[config.mk]
export PLATFORM = sky130hd
export DESIGN_NAME = alu_hs_stage
export DESIGN_NICKNAME = d
export VERILOG_FILES = /design/src/rtl/alu_hs_stage.sv
export SDC_FILE = /design/constraint.sdc
export NUM_CORES = 1
export LEC_CHECK = 0
export ABC_AREA = 1
export ABC_CLOCK_PERIOD_IN_PS = 8600
export BUFFER_PORTS_ARGS = -buffer_cell sky130_fd_sc_hd__buf_2
export CAP_MARGIN = 10
export CORE_MARGIN = 2
export CORE_UTILIZATION = 60
export DETAILED_ROUTE_END_ITERATION = 7
export MAX_ROUTING_LAYER = met4
export PLACE_DENSITY = 0.86
export SLEW_MARGIN = 15
export SYNTH_ARGS = -nofsm -noshare
export SYNTH_HDL_FRONTEND = slang
export SYNTH_SLANG_ARGS = --single-unit
[constraint.sdc]
create_clock -name clk -period 8.6 [get_ports clk]
set_input_delay 2.15 -clock clk [delete_from_list [all_inputs] [get_ports clk]]
set_output_delay 2.15 -clock clk [all_outputs]
set_load 0.01 [all_outputs]
[src/rtl/alu_hs_stage.sv]
module alu_hs_stage #(
  parameter int W = 16
) (
  input  logic         clk,
  input  logic         rst,
  input  logic         in_valid,
  output logic         in_ready,
  input  logic [2:0]   op_code,
  input  logic [W-1:0] opnd_a,
  input  logic [W-1:0] opnd_b,
  output logic         out_valid,
  input  logic         out_ready,
  output logic [W-1:0] out_data
);

  logic [W-1:0] alu_out;

  always_comb begin
    case (op_code)
      3'b000:  alu_out = opnd_a + opnd_b;
      3'b001:  alu_out = opnd_a - opnd_b;
      3'b010:  alu_out = opnd_a & opnd_b;
      3'b011:  alu_out = opnd_a | opnd_b;
      3'b100:  alu_out = opnd_a ^ opnd_b;
      default: alu_out = '0;
    endcase
  end

  always_ff @(posedge clk) begin
    if (rst) begin
      in_ready  <= 1'b0;
      out_valid <= 1'b0;
      out_data  <= '0;
    end else begin
      in_ready <= in_valid & ~in_ready & ~out_valid;
      if (in_ready) begin
        out_data  <= alu_out;
        out_valid <= 1'b1;
      end else if (out_valid && out_ready) begin
        out_valid <= 1'b0;
      end
    end
  end

endmodule

# Word level (Yosys, flattened, before mapping)
# Cells that the tools add are included.
# word_totals
wordCells,22
reg_bits,18
output_inout_bits,18
# classes
n_reduce_logical,3
bitwise,7
addsub,2
eq_ne,4
mux,3
# op_table
op,n
$pmux 16 s5,1
$add 16x16->16,1
$and 16x16->16,1
$or 16x16->16,1
$sub 16x16->16,1
$xor 16x16->16,1
$eq 3x2->1 const B,2
$eq 3x1->1 const B,1
$eq 3x3->1 const B,1
$logic_not 3->1,1
$and 1x1->1,2
$mux 1,2
$not 1->1,2
$reduce_bool 2->1,1
$logic_and 1x1->1,1

# Logic depth before layout (Yosys ltp)
# logic_depth
word_depth,3
depth_mapped,22
ltp_nobuf,22

# Least setup slack after synthesis
# Ideal clock, no wire load.
# synth_path
path_type,input -> register
from,input port opnd_b[1]
to,register out_data[15]
arrival_time_ps,4301
path_stages,20
setup_ps,132
n_path_buf,0
path_slack_ps,4167
path_cell_list,inv_1 ha_1 inv_1 nor3_1 nand3_1 nor3_2 nand2_1 o31ai_1 xor2_1 ha_1 nand2_1 nand2_1 a21oi_1 nand2_1 a21oi_1 nand3_1 nand3_1 nand2_1 nand2_1 a21oi_1
# synth_via
elab_chain_len,2
# synth_rtl
element,line_no,source
from (decl),10,"input logic [W-1:0] opnd_b,"
$sub 16x16->16 / $add 16x16->16 (equally long branches),"21, 20",
$pmux 16 s5 *,19,case (op_code)
to (signal assigned),37,out_data <= alu_out;
to (decl),13,output logic [W-1:0] out_data
# Every way passes the cells marked *; elsewhere a longest branch is shown, timed or not.
# A chain may end at the register's enable or synchronous reset.

# Final worst setup path
# Ends and elaborated chain as after synthesis.

==> flow_metrics.tcl <==
set metrics [dict create \
    syn_to_final_growth_pct 12.5 \
    worstSetupPathType "in -> reg" \
    syn_inst 439 \
    hold_violations 0 \
    numPortBuffers 56 \
    die_h_um 71.3 \
    holdCritPathClass "reg -> reg" \
    initial_core_util_pct 62.5 \
    finalSetupTns_ns 0 \
    rows 24 \
    drtPass1Iterations 4 \
    maxCapViolations 0 \
    grt_pass1_wl_um 12200 \
    cts-root-buf "clkbuf_8" \
    r2r_slack_ns 6.82 \
    antenna_found_initial 0 \
    synth-seq-cells 18 \
    ys_seq_area_share_pct 13.2 \
    detailedRoute.firstIterationViolations 135 \
    post_dp_cell_area_um2 3020 \
    grt_max_degree 19 \
    diodes 0 \
    r2r_end "out_data[4]" \
    hold_path_startpoint "out_valid" \
    min_period_ns 4.74 \
    drive_gt1_share_pct 14.8 \
    clk_pin_slew_ns 0.07 \
    avgSynthCellArea_um2 6.20 \
    mappedNetlistArea_um2 2720 \
    cts_made_buffers 3 \
    wire_per_inst_um 13.2 \
    slew_headroom_pct 25.2 \
    htreeDepth 1 \
    dp_cells 537 \
    fin_area_um2 3060 \
    routed_wl_um 7140 \
    critical_path_arrival_ns 4.88 \
    dr_total_vias 2989 \
    final_util_pct 70.3 \
    irDropWorstVdd_v 0.0000757 \
    setup_viol 0 \
    grt_usage_pct 30.1 \
    grt-ovfl-total 0 \
    p_per_area_nw_per_um2 99.3 \
    p_total_mw 0.304 \
    clockBufferDepth 2 \
    fin_cells 540 \
    viasPerCell 5.54 \
    slew_violations 0 \
    clk_latency_ns 0.26 \
    die_w_um 71.3 \
    finalCritPeriodShare_pct 55.1 \
    worstRegToRegCells 3 \
    rsz0062_at_grt "no" \
    die-area_um2 5090 \
    tightest_slew_ns 1.12 \
    gp_congestion 1.04 \
    ys_types 34 \
    reg2reg_from "in_ready" \
    cp_max_fo 5 \
    detail-route-antenna-nets 0 \
    drc_errors 0 \
    seqCellArea_um2 360 \
    pin_count 57 \
    required_ns 8.74 \
    cts_resized 0 \
    core_area_um2 4350 \
    end_kind "flip-flop" \
    num-nets-final 578 \
    timing.fmax_ghz 0.211 \
    postCtsHoldBufs 0 \
    multi_input_area_um2 2050 \
    tritoncts "done" \
    fillers 404 \
    status "finished clean" \
    grt_pass1_vias 2876 \
    hold_end "in_ready" \
    hold_depth 1 \
    skew_ns 0.00691 \
    yosysWarnings 0 \
    hpwl_um 5880 \
    clock-sinks 18 \
    p_leak_nw 1.74 \
    postCtsSetupRepairBufs 0 \
    cp-start-kind "input pin" \
    syn_nets 527 \
]
worst max-delay path by stage:
stage / endpoint / slack [ns] / cells after the start / startpoint
4_1_cts: out_data[15] / 3.85 / 21 / opnd_b[1]
6_report: out_data[15] / 3.86 / 21 / opnd_b[1]
3_5_place_dp: out_data[15] / 3.58 / 21 / opnd_b[1]
2_1_floorplan: out_data[15] / 4.17 / 20 / opnd_b[1]
3_3_place_gp: out_data[15] / 3.62 / 21 / opnd_b[1]
5_1_grt: out_data[15] / 3.47 / 21 / opnd_b[1]
Yosys cell counts (all sizes together):
cell type	number	area, µm²
clkbuf	4	15.0
nand3b	4	30.0
dfxtp	18	360
nor2	30	115
o21bai	1	7.51
nand4	4	25.0
o2111ai	3	26.3
xor2	13	114
nor3	5	35.0
clkinv	1	3.75
ha	48	601
or2	3	18.8
buf	6	31.3
fa	1	20.0
nand2	129	484
o21a	1	7.51
inv	70	263
a221oi	9	78.8
a21oi	35	186
xnor2	1	8.76
and2	1	6.26
o21ai	23	123
nand3	27	145
o31ai	1	7.51
o211ai	1	7.51
cell families (layout without fill, tap and decap cells):
logic type | Yosys count | after routing | synth area share [%]
compound gates | 74 | 74 | 16.3
xor+xnor | 14 | 14 | 4.51
simple gates | 203 | 203 | 31.6
fa+ha+maj | 49 | 49 | 22.8
buf+inv | 81 | 130 | 11.5
flops | 18 | 18 | 13.2
cells in the final DEF (no fill, tap or decap):
cell and instances:
nand2_1 129, inv_1 68, buf_2 56, ha_1 48
a21oi_1 34, nor2_1 29, nand3_1 25, o21ai_0 18
dfxtp_1 18, xor2_1 13, a221oi_1 9, nand3b_1 4
nand4_1 4, nor3_1 3, o21ai_1 3, or2_2 3
o2111ai_1 3, clkbuf_8 3, inv_2 2, nand3_2 2
nor3_2 2, o21ai_2 2, o31ai_1 1, nor2_2 1
a21oi_4 1, clkinv_1 1, o211ai_1 1, and2_1 1
xnor2_1 1, o21bai_1 1, o21a_1 1, fa_1 1
layout make-up:
class                      instances  area share, %
sequential                        18           11.8
inverter                          71           8.71
multi-input combinational        340           66.9
timing repair buffer              56           9.16
clock buffer                       3           1.35
tap                               52           2.13
stage by stage:
stage                     hold WS (ns)  setup WS [ns]
final                            0.446           3.86
after floorplan                  0.486           4.17
after global routing             0.469           3.47
after detailed placement         0.443           3.58
after global placement           0.425           3.62
after CTS                        0.447           3.85
critical path: stages:
cell and delay (ns):
buf_2 0.11, inv_1 0.12, ha_1 0.16, inv_1 0.04, nor3_1 0.18, nand3_1 0.16, nor3_2 0.18, nand2_1 0.11
o21ai_0 0.19, xor2_1 0.16, ha_1 0.31, a21oi_1 0.26, nand2_1 0.13, nand2_1 0.10, nand2_1 0.05, a21oi_1 0.11
nand3_1 0.08, nand3_1 0.09, nand2_1 0.06, nand2_1 0.07, a21oi_1 0.07
where the power goes:
group | leakage, nW | switching [mW] | internal, mW
clock network | 0.0216 | 0.0279 | 0.0312
registers | 0.146 | 0.00313 | 0.0870
logic | 1.57 | 0.0981 | 0.0567
total | 1.74 | 0.129 | 0.175
registers in the layout, indices dropped and copies added, names as in the netlist:
| signal | count |
|---|---|
| out_data | 16 |
| in_ready | 1 |
| out_valid | 1 |
metal layers:
layer / GRT usage (%) / wire length (µm) / up-vias
met2: 54.0 / 3590 / 90
met3: 3.09 / 291 / 23
li1: - / - / 1523
met5: - / 0 / -
met1: 33.8 / 2980 / 1353
met4: 12.8 / 290 / 0
No activity file was read; power rests on OpenSTA's default activity.
